File: config.mk
export PLATFORM = sky130hd
export DESIGN_NAME = irq_entry_seq
export DESIGN_NICKNAME = d
export VERILOG_FILES = /design/src/rtl/irq_entry_pkg.sv /design/src/rtl/irq_entry_ctrl.sv /design/src/rtl/irq_entry_dp.sv /design/src/rtl/irq_entry_seq.sv
export SDC_FILE = /design/constraint.sdc
export NUM_CORES = 1
export LEC_CHECK = 0
export ABC_CLOCK_PERIOD_IN_PS = 3950
export BUFFER_PORTS_ARGS = -buffer_cell sky130_fd_sc_hd__buf_2
export CAP_MARGIN = 10
export CELL_PAD_IN_SITES_DETAIL_PLACEMENT = 0
export CELL_PAD_IN_SITES_GLOBAL_PLACEMENT = 1
export CORE_MARGIN = 2
export CORE_UTILIZATION = 38
export DETAILED_ROUTE_END_ITERATION = 12
export PLACE_DENSITY = 0.88
export REMOVE_ABC_BUFFERS = 1
export SKIP_CTS_REPAIR_TIMING = 1
export SLEW_MARGIN = 5
export SYNTH_ARGS = -nofsm -noshare
export SYNTH_HDL_FRONTEND = slang
export SYNTH_SLANG_ARGS = --single-unit
File: constraint.sdc
create_clock -name clk -period 3.95 [get_ports clk]
set_clock_uncertainty 0.1 [all_clocks]
set_input_delay 0.79 -clock clk [delete_from_list [all_inputs] [get_ports clk]]
set_output_delay 0.79 -clock clk [all_outputs]
set_load 0.02 [all_outputs]
File: src/rtl/irq_entry_pkg.sv
package irq_entry_pkg;

  // Width of the sequence step counter shared by control and datapath.
  localparam int IDX_W = 4;

  typedef enum logic [1:0] {
    VEC_RST = 2'd0,
    VEC_NMI = 2'd1,
    VEC_IRQ = 2'd2
  } vecSel_e;

  typedef enum logic [2:0] {
    S_IDLE = 3'd0,
    S_PUSH = 3'd1,
    S_VEC  = 3'd2,
    S_PULL = 3'd3,
    S_DONE = 3'd4
  } seqState_e;

  // Strobes from control to datapath.
  typedef struct packed {
    logic             capture;  // load working registers from the inputs
    logic             pushEn;   // write frame byte idx at SP, then SP-1
    logic             pullEn;   // SP+1, read into frame slot LAST-idx
    logic             vecEn;    // read vector byte idx (high byte first)
    logic             setI;     // raise the I flag
    logic [IDX_W-1:0] idx;      // step within the current phase
    vecSel_e          vecSel;   // which vector to fetch
  } strobe_t;

endpackage

File: src/rtl/irq_entry_ctrl.sv
module irq_entry_ctrl
  import irq_entry_pkg::*;
#(
  parameter int FRAME_LEN = 7,
  parameter int VEC_LEN   = 2
) (
  input  logic    clk,
  input  logic    rstN,
  input  logic    instrDone,
  input  logic    rtiCmd,
  input  logic    resetReq,
  input  logic    nmiN,
  input  logic    irqReq,
  input  logic    iMask,
  output strobe_t stb,
  output logic    done
);

  localparam logic [IDX_W-1:0] FRAME_LAST = IDX_W'(FRAME_LEN - 1);
  localparam logic [IDX_W-1:0] VEC_LAST   = IDX_W'(VEC_LEN - 1);

  seqState_e        stateQ, stateD;
  vecSel_e          vecQ, vecD;
  logic [IDX_W-1:0] idxQ, idxD;
  logic             nmiPrevQ, nmiPendQ;

  logic isIdle, takeReset, takeNmi, takeIrq, takeRti, nmiFall;

  always_comb begin
    isIdle    = (stateQ == S_IDLE);
    takeReset = isIdle & instrDone & resetReq;
    takeNmi   = isIdle & instrDone & ~resetReq & nmiPendQ;
    takeIrq   = isIdle & instrDone & ~resetReq & ~nmiPendQ & irqReq & ~iMask;
    takeRti   = isIdle & ~instrDone & rtiCmd;
    nmiFall   = nmiPrevQ & ~nmiN;
  end

  always_comb begin
    stateD = stateQ;
    idxD   = idxQ;
    vecD   = vecQ;
    unique case (stateQ)
      S_IDLE: begin
        idxD = '0;
        if (takeReset) begin
          stateD = S_VEC;
          vecD   = VEC_RST;
        end else if (takeNmi) begin
          stateD = S_PUSH;
          vecD   = VEC_NMI;
        end else if (takeIrq) begin
          stateD = S_PUSH;
          vecD   = VEC_IRQ;
        end else if (takeRti) begin
          stateD = S_PULL;
        end
      end
      S_PUSH: begin
        if (idxQ == FRAME_LAST) begin
          stateD = S_VEC;
          idxD   = '0;
        end else begin
          idxD = idxQ + 1'b1;
        end
      end
      S_VEC: begin
        if (idxQ == VEC_LAST) begin
          stateD = S_DONE;
          idxD   = '0;
        end else begin
          idxD = idxQ + 1'b1;
        end
      end
      S_PULL: begin
        if (idxQ == FRAME_LAST) begin
          stateD = S_DONE;
          idxD   = '0;
        end else begin
          idxD = idxQ + 1'b1;
        end
      end
      S_DONE:  stateD = S_IDLE;
      default: stateD = S_IDLE;
    endcase
  end

  always_ff @(posedge clk or negedge rstN) begin
    if (!rstN) begin
      stateQ   <= S_IDLE;
      vecQ     <= VEC_RST;
      idxQ     <= '0;
      nmiPrevQ <= 1'b1;
      nmiPendQ <= 1'b0;
    end else begin
      stateQ   <= stateD;
      vecQ     <= vecD;
      idxQ     <= idxD;
      nmiPrevQ <= nmiN;
      // A fresh edge outranks the clear of the one being serviced.
      if (nmiFall) nmiPendQ <= 1'b1;
      else if (takeNmi) nmiPendQ <= 1'b0;
    end
  end

  always_comb begin
    stb.capture = takeReset | takeNmi | takeIrq | takeRti;
    stb.pushEn  = (stateQ == S_PUSH);
    stb.pullEn  = (stateQ == S_PULL);
    stb.vecEn   = (stateQ == S_VEC);
    stb.setI    = (stateQ == S_VEC) && (idxQ == '0);
    stb.idx     = idxQ;
    stb.vecSel  = vecQ;
    done        = (stateQ == S_DONE);
  end

endmodule

File: src/rtl/irq_entry_dp.sv
module irq_entry_dp
  import irq_entry_pkg::*;
#(
  parameter int              ADDR_W    = 16,
  parameter int              DATA_W    = 8,
  parameter int              I_BIT     = 4,
  parameter logic [ADDR_W-1:0] VEC_RESET = 16'hFFFE,
  parameter logic [ADDR_W-1:0] VEC_NMI_A = 16'hFFFC,
  parameter logic [ADDR_W-1:0] VEC_IRQ_A = 16'hFFF8
) (
  input  logic              clk,
  input  logic              rstN,
  input  strobe_t           stb,
  input  logic [ADDR_W-1:0] pcIn,
  input  logic [ADDR_W-1:0] xIn,
  input  logic [DATA_W-1:0] aIn,
  input  logic [DATA_W-1:0] bIn,
  input  logic [ADDR_W-1:0] spIn,
  input  logic [DATA_W-1:0] ccIn,
  input  logic [DATA_W-1:0] memRdata,
  output logic [ADDR_W-1:0] memAddr,
  output logic              memWe,
  output logic [DATA_W-1:0] memWdata,
  output logic [ADDR_W-1:0] pcOut,
  output logic [ADDR_W-1:0] xOut,
  output logic [DATA_W-1:0] aOut,
  output logic [DATA_W-1:0] bOut,
  output logic [ADDR_W-1:0] spOut,
  output logic [DATA_W-1:0] ccOut
);

  localparam int PTR_BYTES = ADDR_W / DATA_W;
  localparam int FRAME_LEN = 2 * PTR_BYTES + 3;
  localparam int SLOT_B    = 2 * PTR_BYTES;
  localparam int SLOT_A    = SLOT_B + 1;
  localparam int SLOT_CC   = SLOT_B + 2;

  logic [ADDR_W-1:0] pcQ, xQ, spQ;
  logic [DATA_W-1:0] aQ, bQ, ccQ;
  logic [DATA_W-1:0] frame [FRAME_LEN];
  logic [IDX_W-1:0]  pullSlot, vecByte;
  logic [ADDR_W-1:0] vecBase;

  // Frame slot k is the k-th byte pushed.
  for (genvar g = 0; g < PTR_BYTES; g++) begin : g_frame
    assign frame[g]             = pcQ[g*DATA_W +: DATA_W];
    assign frame[PTR_BYTES + g] = xQ[g*DATA_W +: DATA_W];
  end
  assign frame[SLOT_B]  = bQ;
  assign frame[SLOT_A]  = aQ;
  assign frame[SLOT_CC] = ccQ;

  always_comb begin
    pullSlot = IDX_W'(FRAME_LEN - 1) - stb.idx;
    vecByte  = IDX_W'(PTR_BYTES - 1) - stb.idx;
    unique case (stb.vecSel)
      VEC_NMI: vecBase = VEC_NMI_A;
      VEC_IRQ: vecBase = VEC_IRQ_A;
      default: vecBase = VEC_RESET;
    endcase
  end

  always_comb begin
    memWe    = stb.pushEn;
    memWdata = stb.pushEn ? frame[stb.idx] : '0;
    if (stb.pushEn)      memAddr = spQ;
    else if (stb.pullEn) memAddr = spQ + ADDR_W'(1);
    else if (stb.vecEn)  memAddr = vecBase + ADDR_W'(stb.idx);
    else                 memAddr = '0;
  end

  always_ff @(posedge clk or negedge rstN) begin
    if (!rstN) begin
      pcQ <= '0;
      xQ  <= '0;
      spQ <= '0;
      aQ  <= '0;
      bQ  <= '0;
      ccQ <= '0;
    end else begin
      if (stb.capture) begin
        pcQ <= pcIn;
        xQ  <= xIn;
        spQ <= spIn;
        aQ  <= aIn;
        bQ  <= bIn;
        ccQ <= ccIn;
      end
      if (stb.pushEn) spQ <= spQ - ADDR_W'(1);
      if (stb.pullEn) begin
        spQ <= spQ + ADDR_W'(1);
        for (int k = 0; k < PTR_BYTES; k++) begin
          if (pullSlot == IDX_W'(k))             pcQ[k*DATA_W +: DATA_W] <= memRdata;
          if (pullSlot == IDX_W'(PTR_BYTES + k)) xQ[k*DATA_W +: DATA_W]  <= memRdata;
        end
        if (pullSlot == IDX_W'(SLOT_B))  bQ  <= memRdata;
        if (pullSlot == IDX_W'(SLOT_A))  aQ  <= memRdata;
        if (pullSlot == IDX_W'(SLOT_CC)) ccQ <= memRdata;
      end
      if (stb.vecEn) begin
        for (int k = 0; k < PTR_BYTES; k++) begin
          if (vecByte == IDX_W'(k)) pcQ[k*DATA_W +: DATA_W] <= memRdata;
        end
      end
      if (stb.setI) ccQ[I_BIT] <= 1'b1;
    end
  end

  assign pcOut = pcQ;
  assign xOut  = xQ;
  assign aOut  = aQ;
  assign bOut  = bQ;
  assign spOut = spQ;
  assign ccOut = ccQ;

endmodule

File: src/rtl/irq_entry_seq.sv
module irq_entry_seq
  import irq_entry_pkg::*;
#(
  parameter int                ADDR_W    = 16,
  parameter int                DATA_W    = 8,
  parameter int                I_BIT     = 4,
  parameter logic [ADDR_W-1:0] VEC_RESET = 16'hFFFE,
  parameter logic [ADDR_W-1:0] VEC_NMI_A = 16'hFFFC,
  parameter logic [ADDR_W-1:0] VEC_IRQ_A = 16'hFFF8
) (
  input  logic              clk,
  input  logic              rstN,
  input  logic              instrDone,
  input  logic              rtiCmd,
  input  logic              resetReq,
  input  logic              nmiN,
  input  logic              irqReq,
  input  logic [ADDR_W-1:0] pcIn,
  input  logic [ADDR_W-1:0] xIn,
  input  logic [DATA_W-1:0] aIn,
  input  logic [DATA_W-1:0] bIn,
  input  logic [ADDR_W-1:0] spIn,
  input  logic [DATA_W-1:0] ccIn,
  output logic [ADDR_W-1:0] memAddr,
  output logic              memWe,
  output logic [DATA_W-1:0] memWdata,
  input  logic [DATA_W-1:0] memRdata,
  output logic [ADDR_W-1:0] pcOut,
  output logic [ADDR_W-1:0] xOut,
  output logic [DATA_W-1:0] aOut,
  output logic [DATA_W-1:0] bOut,
  output logic [ADDR_W-1:0] spOut,
  output logic [DATA_W-1:0] ccOut,
  output logic              iFlag,
  output logic              done
);

  localparam int PTR_BYTES = ADDR_W / DATA_W;
  localparam int FRAME_LEN = 2 * PTR_BYTES + 3;

  strobe_t stb;

  irq_entry_ctrl #(
    .FRAME_LEN (FRAME_LEN),
    .VEC_LEN   (PTR_BYTES)
  ) u_ctrl (
    .clk       (clk),
    .rstN      (rstN),
    .instrDone (instrDone),
    .rtiCmd    (rtiCmd),
    .resetReq  (resetReq),
    .nmiN      (nmiN),
    .irqReq    (irqReq),
    .iMask     (ccIn[I_BIT]),
    .stb       (stb),
    .done      (done)
  );

  irq_entry_dp #(
    .ADDR_W    (ADDR_W),
    .DATA_W    (DATA_W),
    .I_BIT     (I_BIT),
    .VEC_RESET (VEC_RESET),
    .VEC_NMI_A (VEC_NMI_A),
    .VEC_IRQ_A (VEC_IRQ_A)
  ) u_dp (
    .clk      (clk),
    .rstN     (rstN),
    .stb      (stb),
    .pcIn     (pcIn),
    .xIn      (xIn),
    .aIn      (aIn),
    .bIn      (bIn),
    .spIn     (spIn),
    .ccIn     (ccIn),
    .memRdata (memRdata),
    .memAddr  (memAddr),
    .memWe    (memWe),
    .memWdata (memWdata),
    .pcOut    (pcOut),
    .xOut     (xOut),
    .aOut     (aOut),
    .bOut     (bOut),
    .spOut    (spOut),
    .ccOut    (ccOut)
  );

  assign iFlag = ccOut[I_BIT];

endmodule

# Word-level counts from Yosys, hierarchy flattened
# Cells that the tools add are included.
# word_totals
input_bits	87
register_bits	83
elab_cells	116
out_inout_bits	99
# op_classes
order_cmp	1
addsub	6
bitwise_logic	19
reduce_logical	12
n_eq_ne	19
muxes	48
# op_table
operator	n
16-bit two-way mux	11
8-bit two-way mux	18
8-bit binary-select mux with 3-bit select	1
3-bit two-way mux	7
16-bit by 1-bit adder with 16-bit output (second input constant)	1
4-bit by 3-bit equality test with 1-bit output (second input constant)	4
16-bit by 1-bit subtractor with 16-bit output (second input constant)	1
4-bit by 1-bit equality test with 1-bit output (second input constant)	3
4-bit logical NOT	3
3-bit one-hot mux with 4 select lines	1
4-bit one-hot mux with 3 select lines	1
1-bit AND	10
3-bit nonzero test	3
4-bit by 2-bit equality test with 1-bit output (second input constant)	2
4-bit two-way mux	2
4-bit by 5-bit adder with 6-bit output	1
3-bit by 2-bit equality test with 1-bit output (second input constant)	2
2-bit two-way mux	3
2-bit by 1-bit inequality test with 1-bit output (second input constant)	3
3-bit one-hot mux with 2 select lines	1
5-bit by 4-bit >= comparator with 1-bit output (second input constant)	1
5-bit inequality test (second input constant)	1
1-bit inverter	5
4-bit inverter with 5-bit output	1
15 further kinds	19

# Logic depth before layout (Yosys ltp)
# Gate-level depths: netlist of run 1.
# logic_depth
word_depth	13
mapped_depth	10
ltp_nobuf	10

# Cells and area by module
# A second synthesis of run 1 with hierarchy kept.
# unflattened
hier_cells	659
area_unflattened_um2	5953.2
# by_module_without_submodules
mod	cells_per_inst	area_each_um2	n_inst	seq_area_each_um2
irq_entry_dp	578	5270.1	1	1801.7
irq_entry_ctrl	80	675.6	1	276.5
irq_entry_seq	1	7.5	1	0.0

# Worst setup path before layout of run 1
# Ideal clock, no wire load.
# synth_path
path_kind	flip-flop to output port
start	reg u_ctrl.idxQ[2]
end	out memAddr[9]
path_slack_ns	0.590
path_stages_with_launch	9
required_time_ns	3.060
path_buffers	2
t_arrival_ns	2.470
path_cell_list	dfrtp_1 -> clkbuf_1 -> clkinv_1 -> fa_1 -> ha_1 -> a21oi_1 -> clkbuf_1 -> o31ai_1 -> a32o_1
# synth_via
elab_chain_cells	4
# synth_lines
item	line_no	source
start: declaration	irq_entry_ctrl.sv:24	logic [IDX_W-1:0] idxQ, idxD;
start signal: assignment	irq_entry_ctrl.sv:97	idxQ <= idxD;
4-bit by 5-bit adder with 6-bit output	irq_entry_dp.sv:68	else if (stb.vecEn) memAddr = vecBase + ADDR_W'(stb.idx);
16-bit two-way mux	irq_entry_dp.sv:68	
16-bit two-way mux	irq_entry_dp.sv:67	else if (stb.pullEn) memAddr = spQ + ADDR_W'(1);
16-bit two-way mux	irq_entry_dp.sv:66	if (stb.pushEn) memAddr = spQ;
end: declaration	irq_entry_seq.sv:24	output logic [ADDR_W-1:0] memAddr,
# Every way passes these cells.

# Final worst setup path of run 1
# layout_path
start	reg u_ctrl.vecQ[0]
end	out memAddr[15]
# layout_via
elab_chain_cells	6
# layout_lines
item	line_no	source
start: declaration	irq_entry_ctrl.sv:23	vecSel_e vecQ, vecD;
start signal: assignment	irq_entry_ctrl.sv:96	vecQ <= vecD;
2-bit equality test or 2-bit by 1-bit equality test with 1-bit output (tied branches)	irq_entry_dp.sv:56	unique case (stb.vecSel)
3-bit one-hot mux with 2 select lines *	irq_entry_dp.sv:56	
4-bit by 5-bit adder with 6-bit output *	irq_entry_dp.sv:68	
16-bit two-way mux *	irq_entry_dp.sv:68	
16-bit two-way mux *	irq_entry_dp.sv:67	
16-bit two-way mux *	irq_entry_dp.sv:66	
# Mark *: on every way between the ends. The rest lies on a longest branch, timed or not.

==> metrics.md, run 1 <==
| Metric | Value |
|---|---|
| Drt total wl | 18600 um |
| 1st-pass router iterations | 5 |
| Starting Density | 39.1% |
| Adder-Cell Fraction of Synth Area | under 10% |
| Synth cell types | 69 |
| Post-synth top flop | dfrtp_1 |
| Final WS setup | about 0.31 ns |
| Crit path required time | 3.06 ns |
| Final Setup Violations | 0 |
| Compound-cell area share of the yosys netlist | 17.3% |
| Synth Register Bits | between 80 and 90 |
| CP Max Fanout | 16 |
| Clock latency on the worst-skew pair | around 0.35 ns |
| Power Density | 952 nW/um^2 |
| Via count of the routed design | about 5500 |
| EDFF count, synth | 0 |
| Async set-reset flop share out of synthesis | 100% |
| Max_slew headroom | about 29% |
| CTS tree | done |
| Seq/Total Area, Yosys | about 36% |
| Filler cells | 1393 |
| Overflow after GRT | 0 |
| CTS clk-pin slew, worst paths | 0.06 ns |
| Placer Congestion | 0.831 |
| Layout Nets | between 800 and 900 |
| RSZ-0062 raised after global routing | no |
| CP Launch Type | flip-flop |
| HPWL after DPL | between 10000 and 15000 um |
| Final worst-path cycle share | 92.2% |
| Pin count of the biggest net entering global routing | 81 |
| Critical Path AT | 2.75 ns |
| Global Route Usage Sum | 23.3% |
| Max Root-Sink Buffers | 2 |
| Final hold violations | 0 |
| Largest family of logic cells by synthesized area | multiplexers |
| Hold Crit Class | reg2reg |
| Initial DRC Count | roughly 470 |
| # DRC | 0 |
| Vias in the first global route | 5443 |
| Row Count | 44 |
| Share of layout cells above drive strength 1 | 33.9% |
| Remaining antenna violation count | 0 |
| First-pass GRT wire length | 29300 um |
| Die area | ~16000 um^2 |
| R2r setup slk | 0.88 ns |
| Synth Area in XOR/XNOR | 2.76% |
| Worst Setup End Kind | primary output |
| Die Wd | between 100 and 150 um |
| Die Y | between 100 and 150 um |
| I/O pin count | 186 |
| Least-Margin Pin Slew | ~1.1 ns |
| Port bufs | ~190 |
| Ant diodes | 0 |
| Mapped cell area | 5710 um^2 |
| Comb pwr share | 59.7% |
| Status | finished clean |
| Period minus WS final | approximately 3.6 ns |
| Vias per inst | 5.67 |
| Yosys warns | 0 |
| Number of buffers created by CTS | 9 |
| Setup CP Type | reg2out |
| Max frequency | 275 MHz |
| Multiplexer area fraction after synthesis | 18.4% |
| Worst VDD drop | 0.000445 V |
| Area growth from synthesis to layout | 24.0% |
| Cells after synthesis | slightly above 600 |
| Initial antenna violation count | 0 |
| P_int | 3420 uW |
| Switch Pwr | between 3000 and 4000 uW |
| Mean Syn Cell Area | roughly 9 um^2 |
| Final slew viol count | 0 |
| Clock sink count | slightly above 80 |
| Setup WS pre-CTS | 0.679 ns |
| Clock group share of total power | around an eighth |
| Cell area after layout | 7080 um^2 |
| Register share of total power | 27.2% |
| Number of max-cap violations | 0 |
| Post-synthesis simple-gate area fraction | 16.1% |
| Pleak | 0.00327 uW |
| Sw frac | between 40% and 50% |
| Area post-placement | 6780 um^2 |
| Routed WL per cell | 19.0 um |
| Core area | 14600 um^2 |
| Root Buffer | clkbuf_16 |
| H-Tree Level Count | 3 |
sequential cells by signal (all words and copies together), names as in the netlist, 3 cells and up:
register and cells:
u_ctrl.stateQ 3, u_dp.bOut 8, u_dp.xOut 16, u_dp.pcOut 16
u_dp.aOut 8, u_ctrl.idxQ 4, u_dp.ccOut 8, u_dp.spOut 16
power groups by stage:
stage / clock, uW / sequential [uW] / combinational [uW]
2_1_floorplan: 0 / 2230 / 2260
3_3_place_gp: 0 / 1820 / 3970
3_5_place_dp: 0 / 1830 / 4020
4_1_cts: 900 / 1820 / 4040
5_1_grt: 938 / 1900 / 4380
6_report: 885 / 1830 / 4020
worst max-delay path, stage by stage, from the launching register on:
cell and delay, ns:
dfrtp_1 0.37, inv_1 0.06, ha_1 0.27, ha_1 0.15
inv_1 0.05, fa_1 0.36, ha_1 0.19, a21oi_1 0.12
buf_4 0.24, a21bo_2 0.24, a32o_1 0.20, buf_2 0.15
logic make-up (layout without fill, tap and decap cells):
| family | Yosys count | after routing |
|---|---|---|
| fa+ha+maj | 15 | 15 |
| simple gates | 193 | 193 |
| compound gates | 153 | 153 |
| buf+inv | 66 | 241 |
| mux | 90 | 90 |
| flops | 83 | 83 |
| xor+xnor | 18 | 18 |
placed cells by master, fill, tap and decap left out, types with 6 or more instances in the layout:
cell / n
o21ai_0: 31
mux2i_1: 41
mux2_1: 9
mux4_2: 8
a221oi_1: 10
xnor2_1: 12
buf_4: 18
nand4_1: 15
inv_1: 20
a21oi_1: 67
nor4_1: 6
nand2_1: 32
mux2_2: 32
clkbuf_16: 9
buf_2: 184
xor2_1: 6
nor2_1: 78
dfrtp_1: 82
nand3_1: 15
ha_1: 14
nor3_1: 20
metal layers:
metal / wire length [um] / GRT usage [%]
met1: 8100 / 30.8
met2: 8960 / 38.8
met3: 1340 / 4.72
met4: 209 / 6.92
met5: 0 / 0
cell usage after synthesis (all sizes together) (2+ instances only):
master | instances | area share, %
dfrtp | 82 | 36
nor2 | 79 | 5.2
a21oi | 67 | 5.9
mux2 | 41 | 8.1
mux2i | 41 | 7.2
o21ai | 33 | 2.9
nand2 | 32 | 2.1
clkbuf | 26 | 1.7
inv | 21 | 1.4
nor3 | 20 | 1.8
buf | 18 | 2.5
nand3 | 15 | 1.3
nand4 | 15 | 1.6
ha | 14 | 3.1
xnor2 | 12 | 1.8
a221oi | 10 | 1.5
mux4 | 8 | 3.2
a22oi | 6 | 1.3
nor4 | 6 | 0.66
xor2 | 6 | 0.92
a31oi | 4 | 0.44
nor2b | 4 | 0.44
or3 | 4 | 0.44
a32o | 3 | 0.53
and4 | 3 | 0.46
nand2b | 3 | 0.33
o211ai | 3 | 0.39
a222oi | 2 | 0.35
a22o | 2 | 0.31
a32oi | 2 | 0.31
and3 | 2 | 0.22
nand3b | 2 | 0.26
nor3b | 2 | 0.35
o21a | 2 | 0.26
o22ai | 2 | 0.22
o31a | 2 | 0.31
o31ai | 2 | 0.26
final cells by class:
cell class | instances | area [um^2] | share of cell area, %
Timing Repair Buffer | 203 | 1080 | 15.2
Inverter | 22 | 82.6 | 1.17
Tap cell | 184 | 230 | 3.25
Clock inverter | 6 | 72.6 | 1.03
Clock buffer | 10 | 229 | 3.23
Sequential cell | 83 | 2080 | 29.4
Multi-Input combinational cell | 469 | 3310 | 46.8
per-stage QoR:
step | TNS (ns) | instances | util (%) | total power [uW] | hold slack [ns]
after detailed placement | 0 | 961 | 46.5 | 5850 | 0.389
after CTS | 0 | 977 | 48.5 | 6760 | 0.403
after floorplan | -25.61 | 574 | - | 4490 | 0.364
after global placement | 0 | 961 | 46.5 | 5790 | 0.380
after global routing | 0 | 977 | 48.5 | 7220 | 0.415
final | 0 | 977 | 48.5 | 6740 | 0.402
worst paths after layout:
kind,start,end,cells past startpoint
worst max-delay path,u_ctrl.vecQ[0],memAddr[15],11
worst min-delay path,u_ctrl.vecQ[1],u_ctrl.vecQ[1],1
worst max register to register,u_ctrl.stateQ[1],u_dp.ccOut[7],6
worst min register to register,u_ctrl.vecQ[1],u_ctrl.vecQ[1],1
max in group asynchronous,rstN,u_dp.bOut[6],1
min in group asynchronous,rstN,u_dp.spOut[15],1
(Power assumes the default switching activity.)
==> run 2, diff against run 1 <==
Settings changed: CORE_UTILIZATION 38 to 35, PLACE_DENSITY 0.88 to 0.82.
==> run 2 against run 1 <==
Register-to-register slack improved by 0.02 ns. Core utilization is 4.2 points lower. Sequential cell count unchanged. Via count fell by 1.9%. Fmax grew 0.22%. First-iteration DRC count decreased by 20%. Combinational power about the same. Global-route usage decreased by 1.7 points. Critical endpoint unchanged. Largest cell class unchanged.
==> metrics.md, run 2 (same netlist as run 1, synthesis figures left out) <==
| Metric | Value |
|---|---|
| Status | finished clean |
| CP Cell Sequence | inv_1 -> ha_1 -> ha_1 -> inv_1 -> fa_1 -> ha_1 -> a21oi_1 -> buf_4 -> a21bo_2 -> a32o_1 -> buf_2 |
| Overflow after GRT | 0 |
| Final hold violations | 0 |
| P_int | between 3000 and 4000 uW |
| Total power | 6640 uW |
| Vias per inst | 5.40 |
| Die Y | 132 um |
| CP delay by family, top | adder cells |
| Commonest non-fill, non-tap cell in the layout | buf_2 |
| Vias in the first global route | 5187 |
| # DRC | 0 |
| Final slew viol count | 0 |
| CP Launch Type | flip-flop |
| Crit path max-delay cell type | dfrtp_1 |
| Global Route Usage Sum | 21.6% |
| Register share of total power | about 28% |
| Max frequency | 275 MHz |
| Ant diodes | 0 |
| Comb pwr share | 60.1% |
| CP Max Fanout | 16 |
| Area post-placement | a little under 7000 um^2 |
| Least-Margin Pin Slew | 0.929 ns |
| Worst Setup End Kind | primary output |
| Number of max-cap violations | 0 |
| CTS tree | done |
| Setup CP Type | reg2out |
| Share of layout cells above drive strength 1 | 33.7% |
| Period minus WS final | 3.63 ns |
| Initial DRC Count | about 380 |
| 1st-pass router iterations | 5 |
| Filler cells | 1612 |
| Crit path required time | 3.06 ns |
| CP max stage delay | 0.38 ns |
| Routed WL per cell | 18.6 um |
| Layout Nets | 887 |
| Root Buffer | clkbuf_16 |
| Via count of the routed design | between 5000 and 6000 |
| Die area | 17400 um^2 |
| Max Root-Sink Buffers | 2 |
| Power Density | 939 nW/um^2 |
| I/O pin count | 186 |
| HPWL after DPL | 13400 um |
| Final worst-path cycle share | 92.0% |
| Clock group share of total power | 12.3% |
| Final WS setup | 0.318 ns |
| FF+latch area | 2080 um^2 |
| Setup TNS | 0 ns |
| Area growth from synthesis to layout | 23.9% |
| Pin count of the biggest net entering global routing | 67 |
| Die Wd | between 100 and 150 um |
| First-pass GRT wire length | 29500 um |
| Max_slew headroom | 38.1% |
| Critical Path AT | 2.74 ns |
| Multi-input logic area | around 3300 um^2 |
| CTS clk-pin slew, worst paths | 0.06 ns |
| Final Setup Violations | 0 |
| Switch Pwr | 3300 uW |
| Pleak | 0.00324 uW |
| Clock sink count | between 80 and 90 |
| WHS | a little over 0.4 ns |
| Sw frac | approximately 50% |
| Row Count | 46 |
| Remaining antenna violation count | 0 |
| Core area | 15900 um^2 |
| Most frequent cells in the layout | buf_2 (184), dfrtp_1 (82), nor2_1 (78) |
| RSZ-0062 raised after global routing | no |
| Cell area after layout | ~7100 um^2 |
| Starting Density | 35.8% |
| CP dominant cell by count | ha_1 |
| Port bufs | 185 |
| H-Tree Level Count | 3 |
| Drt total wl | 18800 um |
| Number of buffers created by CTS | 9 |
| Worst Path Buf+Inv | 4 |
| Setup WS pre-CTS | 0.677 ns |
| Hold Crit Class | reg2reg |
| Clock latency on the worst-skew pair | 0.35 ns |
| Placer Congestion | 0.872 |
| Initial antenna violation count | 0 |
| Worst VDD drop | roughly 0.00039 V |
## run 2: changes by cell type in the layout (fill, tap and decap cells not counted), sizes merged
cell,delta
buf,-3
clkinvlp,+2
bufinv,-1
inv,-1
## run 2: final cells by class
cell class	instances	area share (%)
Multi-Input combinational cell	469	46.8
Sequential cell	83	29.4
Timing Repair Buffer	200	14.9
Tap cell	216	3.82
Clock buffer	10	3.24
Inverter	22	1.17
Clock inverter	6	0.690
## run 2: worst paths after layout
| path | start | to | slack [ns] | depth (start not counted) |
|---|---|---|---|---|
| worst max register to register | u_ctrl.stateQ[0] | u_dp.aOut[2] | 0.90 | 5 |
| min in group asynchronous | rstN | u_dp.spOut[0] | 0.45 | 1 |
| worst max-delay path | u_ctrl.vecQ[0] | memAddr[15] | 0.32 | 11 |
| worst min-delay path | u_ctrl.vecQ[1] | u_ctrl.vecQ[1] | 0.41 | 1 |
| max in group asynchronous | rstN | u_dp.pcOut[1] | 2.54 | 2 |
| worst min register to register | u_ctrl.vecQ[1] | u_ctrl.vecQ[1] | 0.41 | 1 |
## run 2: per-stage QoR
step	instances	util [%]
final	1006	44.4
after global routing	1006	44.4
after CTS	1006	44.4
after detailed placement	990	42.6
after global placement	990	42.6
after floorplan	574	-
## run 2: power groups by stage
| stage | Combinational, uW | Clock [uW] | Sequential, uW |
|---|---|---|---|
| 3_3_place_gp | 3970 | 0 | 1840 |
| 2_1_floorplan | 2260 | 0 | 2230 |
| 5_1_grt | 4320 | 880 | 1910 |
| 6_report | 3990 | 815 | 1840 |
| 4_1_cts | 4020 | 836 | 1830 |
| 3_5_place_dp | 4000 | 0 | 1840 |
## run 2: per-layer routing
metal	GRT usage (%)	vias up	routed length, um
li1	-	2609	-
met1	28.4	2594	8440
met2	34.5	210	8490
met3	6.07	24	1420
met4	7.13	0	399
met5	0	-	0
